## src/rtl/hdir_pkg.sv

```systemverilog
package hdir_pkg;
  typedef enum logic [2:0] {
    ST_ABS = 3'd0,
    ST_ABT = 3'd1,
    ST_RO  = 3'd2,
    ST_RW  = 3'd3,
    ST_RT  = 3'd4,
    ST_WT  = 3'd5,
    ST_INV = 3'd6
  } hdir_state_e;

  typedef struct packed {
    logic dirty;
    logic tr;
    logic inv;
  } hdir_flags_t;
endpackage

```

## src/rtl/hdir_state_flags.sv

```systemverilog
module hdir_state_flags
  import hdir_pkg::*;
(
  input  hdir_state_e state_i,
  output hdir_flags_t flags_o
);
  always_comb begin
    flags_o = '0;
    unique case (state_i)
      ST_RW:   flags_o.dirty = 1'b1;
      ST_RT:   flags_o.tr    = 1'b1;
      ST_WT:   begin flags_o.dirty = 1'b1; flags_o.tr = 1'b1; end
      ST_INV:  begin flags_o.tr    = 1'b1; flags_o.inv = 1'b1; end
      default: flags_o = '0;
    endcase
  end
endmodule

```

## src/rtl/hdir_ack_counter.sv

```systemverilog
module hdir_ack_counter #(
  parameter  int unsigned NUM_CHILD = 4,
  localparam int unsigned CNTW      = $clog2(NUM_CHILD + 1)
) (
  input  logic                 clk_i,
  input  logic                 rst_ni,
  input  logic                 load_i,
  input  logic [NUM_CHILD-1:0] load_mask_i,
  input  logic [NUM_CHILD-1:0] ack_i,
  output logic [CNTW-1:0]      cnt_o,
  output logic                 zero_nxt_o
);
  logic [NUM_CHILD-1:0] pend_q;
  logic [CNTW-1:0]      cnt_q;
  logic [NUM_CHILD-1:0] hit;
  logic [CNTW-1:0]      dec, ld_cnt;

  assign hit = ack_i & pend_q;

  always_comb begin
    dec    = '0;
    ld_cnt = '0;
    for (int i = 0; i < NUM_CHILD; i++) begin
      dec    = dec + CNTW'(hit[i]);
      ld_cnt = ld_cnt + CNTW'(load_mask_i[i]);
    end
  end

  always_ff @(posedge clk_i or negedge rst_ni) begin
    if (!rst_ni) begin
      pend_q <= '0;
      cnt_q  <= '0;
    end else if (load_i) begin
      pend_q <= load_mask_i;
      cnt_q  <= ld_cnt;
    end else begin
      pend_q <= pend_q & ~ack_i;
      cnt_q  <= cnt_q - dec;
    end
  end

  assign cnt_o      = cnt_q;
  assign zero_nxt_o = (cnt_q - dec) == '0;


  cnt_match_chk: assert property (@(posedge clk_i) disable iff (!rst_ni)
    32'(cnt_q) == $countones(pend_q));

  load_idle_chk: assert property (@(posedge clk_i) disable iff (!rst_ni)
    load_i |-> pend_q == '0);
endmodule

```

## src/rtl/hdir_entry_ctrl.sv

```systemverilog
module hdir_entry_ctrl
  import hdir_pkg::*;
#(
  parameter  int unsigned NUM_CHILD = 4,
  localparam int unsigned IDW       = $clog2(NUM_CHILD),
  localparam int unsigned CNTW      = $clog2(NUM_CHILD + 1)
) (
  input  logic                 clk_i,
  input  logic                 rst_ni,
  input  logic                 creq_valid_i,
  input  logic                 creq_wr_i,
  input  logic [IDW-1:0]       creq_id_i,
  input  logic                 pinv_valid_i,
  input  logic                 pgnt_i,
  input  logic [NUM_CHILD-1:0] cack_i,
  output logic                 stall_o,
  output logic                 up_req_valid_o,
  output logic                 up_req_wr_o,
  output logic                 up_ack_o,
  output logic [NUM_CHILD-1:0] inv_o,
  output logic [2:0]           state_o,
  output logic [NUM_CHILD-1:0] pres_o,
  output logic                 dirty_o,
  output logic                 tr_o,
  output logic                 inv_flag_o,
  output logic [CNTW-1:0]      ack_cnt_o
);
  hdir_state_e          state_q, state_d;
  logic [NUM_CHILD-1:0] pres_q, pres_d;
  logic [NUM_CHILD-1:0] req_q, req_d;
  logic [NUM_CHILD-1:0] inv_q, inv_d;
  logic                 gnt_q, gnt_d;
  hdir_flags_t          flags;
  logic [NUM_CHILD-1:0] req_oh;
  logic                 take_pinv, take_req, ld, zero_nxt;
  logic [NUM_CHILD-1:0] ld_mask;

  hdir_state_flags u_flags (
    .state_i (state_q),
    .flags_o (flags)
  );

  assign req_oh    = NUM_CHILD'(1) << creq_id_i;
  assign take_pinv = !flags.tr && pinv_valid_i;
  assign take_req  = !flags.tr && creq_valid_i && !pinv_valid_i;
  assign ld        = take_pinv || (take_req && creq_wr_i);
  assign ld_mask   = take_pinv ? pres_q : (pres_q & ~req_oh);

  hdir_ack_counter #(.NUM_CHILD(NUM_CHILD)) u_ack (
    .clk_i       (clk_i),
    .rst_ni      (rst_ni),
    .load_i      (ld),
    .load_mask_i (ld_mask),
    .ack_i       (cack_i),
    .cnt_o       (ack_cnt_o),
    .zero_nxt_o  (zero_nxt)
  );

  always_comb begin
    state_d = state_q;
    pres_d  = pres_q;
    req_d   = req_q;
    gnt_d   = gnt_q;
    inv_d   = '0;
    unique case (state_q)
      ST_RT: if (pgnt_i) state_d = ST_RO;
      ST_WT: begin
        gnt_d = gnt_q | pgnt_i;
        if ((gnt_q || pgnt_i) && zero_nxt) begin
          state_d = ST_RW;
          pres_d  = req_q;
          gnt_d   = 1'b0;
        end
      end
      ST_INV: if (zero_nxt) state_d = ST_ABT;
      default: begin
        if (take_pinv) begin
          inv_d   = pres_q;
          pres_d  = '0;
          state_d = (pres_q == '0) ? ST_ABT : ST_INV;
        end else if (take_req) begin
          pres_d = pres_q | req_oh;
          if (creq_wr_i) begin
            inv_d   = pres_q & ~req_oh;
            req_d   = req_oh;
            gnt_d   = 1'b0;
            state_d = ST_WT;
          end else begin
            state_d = ST_RT;
          end
        end else if (state_q == ST_ABT) begin
          state_d = ST_ABS;
        end
      end
    endcase
  end

  always_ff @(posedge clk_i or negedge rst_ni) begin
    if (!rst_ni) begin
      state_q <= ST_ABS;
      pres_q  <= '0;
      req_q   <= '0;
      inv_q   <= '0;
      gnt_q   <= 1'b0;
    end else begin
      state_q <= state_d;
      pres_q  <= pres_d;
      req_q   <= req_d;
      inv_q   <= inv_d;
      gnt_q   <= gnt_d;
    end
  end

  assign stall_o        = (flags.tr && (creq_valid_i || pinv_valid_i)) ||
                          (creq_valid_i && pinv_valid_i);
  assign up_req_valid_o = (state_q == ST_RT || state_q == ST_WT) && !gnt_q;
  assign up_req_wr_o    = state_q == ST_WT;
  assign up_ack_o       = state_q == ST_ABT;
  assign inv_o          = inv_q;
  assign state_o        = state_q;
  assign pres_o         = pres_q;
  assign dirty_o        = flags.dirty;
  assign tr_o           = flags.tr;
  assign inv_flag_o     = flags.inv;


  pres_zero_chk: assert property (@(posedge clk_i) disable iff (!rst_ni)
    (state_q == ST_ABS || state_q == ST_ABT || state_q == ST_INV) |-> pres_q == '0);

  pres_hold_chk: assert property (@(posedge clk_i) disable iff (!rst_ni)
    (state_q == ST_RO || state_q == ST_RW || state_q == ST_RT || state_q == ST_WT)
      |-> pres_q != '0);

  rw_owner_chk: assert property (@(posedge clk_i) disable iff (!rst_ni)
    state_q == ST_RW |-> $countones(pres_q) == 1);

  inv_pulse_chk: assert property (@(posedge clk_i) disable iff (!rst_ni)
    inv_q != '0 |-> flags.tr);

  rt_wait_chk: assert property (@(posedge clk_i) disable iff (!rst_ni)
    (state_q == ST_RT && !pgnt_i) |=> state_q == ST_RT);

  tr_stall_chk: assert property (@(posedge clk_i) disable iff (!rst_ni)
    (flags.tr && creq_valid_i) |-> stall_o);
endmodule

```

## config.mk

```make
export PLATFORM = sky130hd
export DESIGN_NAME = hdir_entry_ctrl
export DESIGN_NICKNAME = d
export VERILOG_FILES = /design/src/rtl/hdir_pkg.sv /design/src/rtl/hdir_state_flags.sv /design/src/rtl/hdir_ack_counter.sv /design/src/rtl/hdir_entry_ctrl.sv
export SDC_FILE = /design/constraint.sdc
export NUM_CORES = 1
export LEC_CHECK = 0
export BUFFER_PORTS_ARGS = -buffer_cell sky130_fd_sc_hd__buf_2
export CAP_MARGIN = 25
export CORE_ASPECT_RATIO = 1.2
export CORE_MARGIN = 3
export CORE_UTILIZATION = 50
export DETAILED_ROUTE_END_ITERATION = 8
export GPL_TIMING_DRIVEN = 0
export HOLD_SLACK_MARGIN = 0.03
export PLACE_DENSITY = 0.77
export SLEW_MARGIN = 5
export SYNTH_ARGS = -nofsm -noshare
export SYNTH_HDL_FRONTEND = slang
export SYNTH_SLANG_ARGS = --single-unit
export TNS_END_PERCENT = 30
```

## constraint.sdc

```tcl
create_clock -name clk_i -period 9.9 [get_ports clk_i]
set_input_delay 1.485 -clock clk_i [delete_from_list [all_inputs] [get_ports clk_i]]
set_output_delay 1.485 -clock clk_i [all_outputs]
set_load 0.01 [all_outputs]
```

==> flow_summary.ini <==
[floorplanning]
core_area_sq_um = 2653
io_pins = 33
die_x_um = 55.19
initial_utilization = 0.5472
die_h_um = 65.02
rows = 20
die_area_sq_um = 3588

[synth]
synth_flop_cell = dfrtp_1
synth-xor-area-share = 0.02155
ys_seq_elements = 23
synth-edff-count = 0
ys_top_cells_by_count = 23 x dfrtp_1, 19 x nor2_1, 13 x inv_1
yosys-mux-area-fraction = 0.03017
synth-compound-area-share = 0.1672
ys_seq_area_frac = 0.3966
yosysWarnings = 0
synthMostInstantiatedCell = dfrtp_1
synth_top_family_by_area = simple AND/OR/NAND/NOR gates
avgSynthCellArea_sq_um = 9.807
ys_types = 45
yosys-top-cells-area = dfrtp_1 40%, fa_1 5.5%, nor2_1 4.9%
yosysTopAreaCellShare = 0.3966
synthArstFlopShare = 1.000
netlist_area_sq_um = 1451
syn-num-nets = 169
yosys.area_share.simple = 0.2172
syn-instance-count = 148
yosys.area.top_type = dfrtp_1
synthAdderAreaFrac = 0.1052

[clock_tree]
numCtsBuffers = 3
clock-root-buffer = clkbuf_4
clk_pin_slew_ns = 0.13
cts_tree = built
cts-resized-gates = 0
cts-hold-fix-buffers = 0
cts.sinks = 23
htree_levels = 1
clkLatencyLatePin_ns = 0.31
post-cts-setup-buffers = 0
clockBufferDepth = 2

[timing]
skew_ns = 0.007970
finalMaxSlewViolations = 0
relSlewSlack = 0.6526
setup_violations = 0
whs_ns = 0.4990
tightest_slew_ns = 0.5157
max_freq_mhz = 235.0
rsz0062_at_grt = no
fin_ws_ns = 5.645
finalCritPeriodShare = 0.4298
min_period_ns = 4.255
tns_ns = 0
finalHoldViolations = 0

[min_path]
hold_class = flop to flop
worstHoldPathCells = 2

[place]
dp_slack_ns = 5.334
io_buffers = 32
hpwl_um = 2418
gp_congestion = 0.8242

[critical_path]
worstReg2RegStart = u_ack.pend_q[2]$_DFF_PN0_
endpoint = pres_o[2]$_DFFE_PN0P_
startpoint_type = primary input
rrSetupSlack_ns = 6.52
crit_type = primary input to flop
arrival_ns = 4.47
required_ns = 10.11
crit_start = cack_i[3]
critPathMaxFanout = 5
reg2regPathDepth = 12
cp-end-kind = flop
timing.rr.end = pres_o[2]$_DFFE_PN0P_

[pwr]
p_clk_frac = 0.076
p_int_mw = 0.3182
seqPwrFrac = 0.280
combPwrFrac = 0.644
swShare = 0.4421
power_switching_mw = 0.2521
peakVddDrop_mv = 0.1852
p_leak_nw = 0.8440
power.density_nw_per_um2 = 339.7

[job]
cap_viol_max_count = 0

[final_layout]
nets = 206
drive_above_1_share = 0.2717
antennaDiodeCount = 0
area_growth_pct = 15.69
postLayoutCoreUtil = 0.6330

[drt]
wl_per_cell_um = 14.12
drc = 0
postRouteWirelength_um = 3065
vias = 1202
antenna_left = 0
drtPass1Iterations = 4
via_per_inst = 5.539
drt_iter0_drc = 28

[global_routing]
groute.usage.overall = 0.1998
grt_pass1_vias = 1234
grt_antenna_before_repair = 0
grt_overflow = 0
grt_max_degree = 24
grt_pass1_wl_um = 5250

[run_status]
status = finished, final reports clean
==> per-stage QoR <==
stage / cells / instance area, sq um / power (mW)
2_1_floorplan: 148 / 1451 / 0.4290
3_3_place_gp: 213 / 1653 / 0.5113
3_5_place_dp: 213 / 1653 / 0.5281
4_1_cts: 217 / 1679 / 0.5750
5_1_grt: 217 / 1679 / 0.6292
6_report: 217 / 1679 / 0.5703
==> power groups by stage <==
stage | clock [mW] | sequential [mW] | combinational, mW
after floorplan | 0 | 0.170 | 0.259
after detailed placement | 0 | 0.162 | 0.366
after global routing | 0.0487 | 0.164 | 0.416
after global placement | 0 | 0.159 | 0.353
final | 0.0433 | 0.159 | 0.368
after CTS | 0.0446 | 0.160 | 0.371
==> worst min path at each step <==
stage / from / endpoint / slack [ns]
2_1_floorplan: req_q[1]$_DFFE_PN0P_ / req_q[1]$_DFFE_PN0P_ / 0.45
3_3_place_gp: req_q[2]$_DFFE_PN0P_ / req_q[2]$_DFFE_PN0P_ / 0.47
3_5_place_dp: req_q[1]$_DFFE_PN0P_ / req_q[1]$_DFFE_PN0P_ / 0.48
4_1_cts: req_q[1]$_DFFE_PN0P_ / req_q[1]$_DFFE_PN0P_ / 0.51
5_1_grt: req_q[2]$_DFFE_PN0P_ / req_q[2]$_DFFE_PN0P_ / 0.53
6_report: req_q[2]$_DFFE_PN0P_ / req_q[2]$_DFFE_PN0P_ / 0.50
==> critical path: stages <==
cell and delay (ns):
buf_2 0.10, and2_1 0.15, ha_1 0.27, inv_1 0.05
fa_1 0.50, inv_1 0.05, fa_1 0.35, inv_1 0.07
fa_1 0.16, xnor3_1 0.46, nor4_4 0.44, nor2_1 0.18
o32a_1 0.20
==> cell type report <==
cell class	instances	area, sq um
clock buffer	4	26.28
buffer	6	41.29
timing repair buffer	32	160.2
inverter	13	48.80
fill	265	973.4
sequential	23	575.6
tap	33	41.29
multi-input combinational	106	785.8
==> state kept, by name (all words and copies together), names as in the netlist <==
register / cells
u_ack.pend_q: 4
inv_o: 4
gnt_q: 1
req_q: 4
pres_o: 4
state_o: 3
u_ack.cnt_o: 3
==> logic make-up (layout without fill, tap and decap cells) <==
logic type | after synthesis | after routing
buffers and inverters | 19 | 55
xor gates and xnor gates | 2 | 2
adders and majority gates | 10 | 10
DFF | 23 | 23
AOI/OAI and AO/OA | 32 | 32
and+or+nand+nor | 58 | 58
muxes | 4 | 4
==> cells in the final DEF (no fill, tap or decap), types with 2 or more instances in the layout <==
cell type	synthesis	layout
ha_1	5	5
nor2_1	19	19
nor3_1	5	5
and2_1	7	7
buf_4	2	2
inv_1	13	13
or3_1	2	2
o32a_1	3	3
a21o_1	2	2
a21oi_1	5	5
dfrtp_1	23	23
mux2_2	3	3
nor3b_1	5	5
o21bai_1	2	2
fa_1	4	4
buf_2	3	35
clkbuf_4	0	3
nand2b_1	4	4
nand2_1	8	8
o21ai_0	6	6
o21a_1	2	2
==> per-layer routing <==
| metal | global-route usage | share of wire | vias up |
|---|---|---|---|
| met5 | 0 | 0 | - |
| met4 | 0.06383 | 0.014 | 0 |
| met3 | 0.02759 | 0.038 | 5 |
| met2 | 0.3402 | 0.50 | 34 |
| met1 | 0.2526 | 0.44 | 579 |
| li1 | - | - | 584 |
Power figures use the tool's default switching activity.
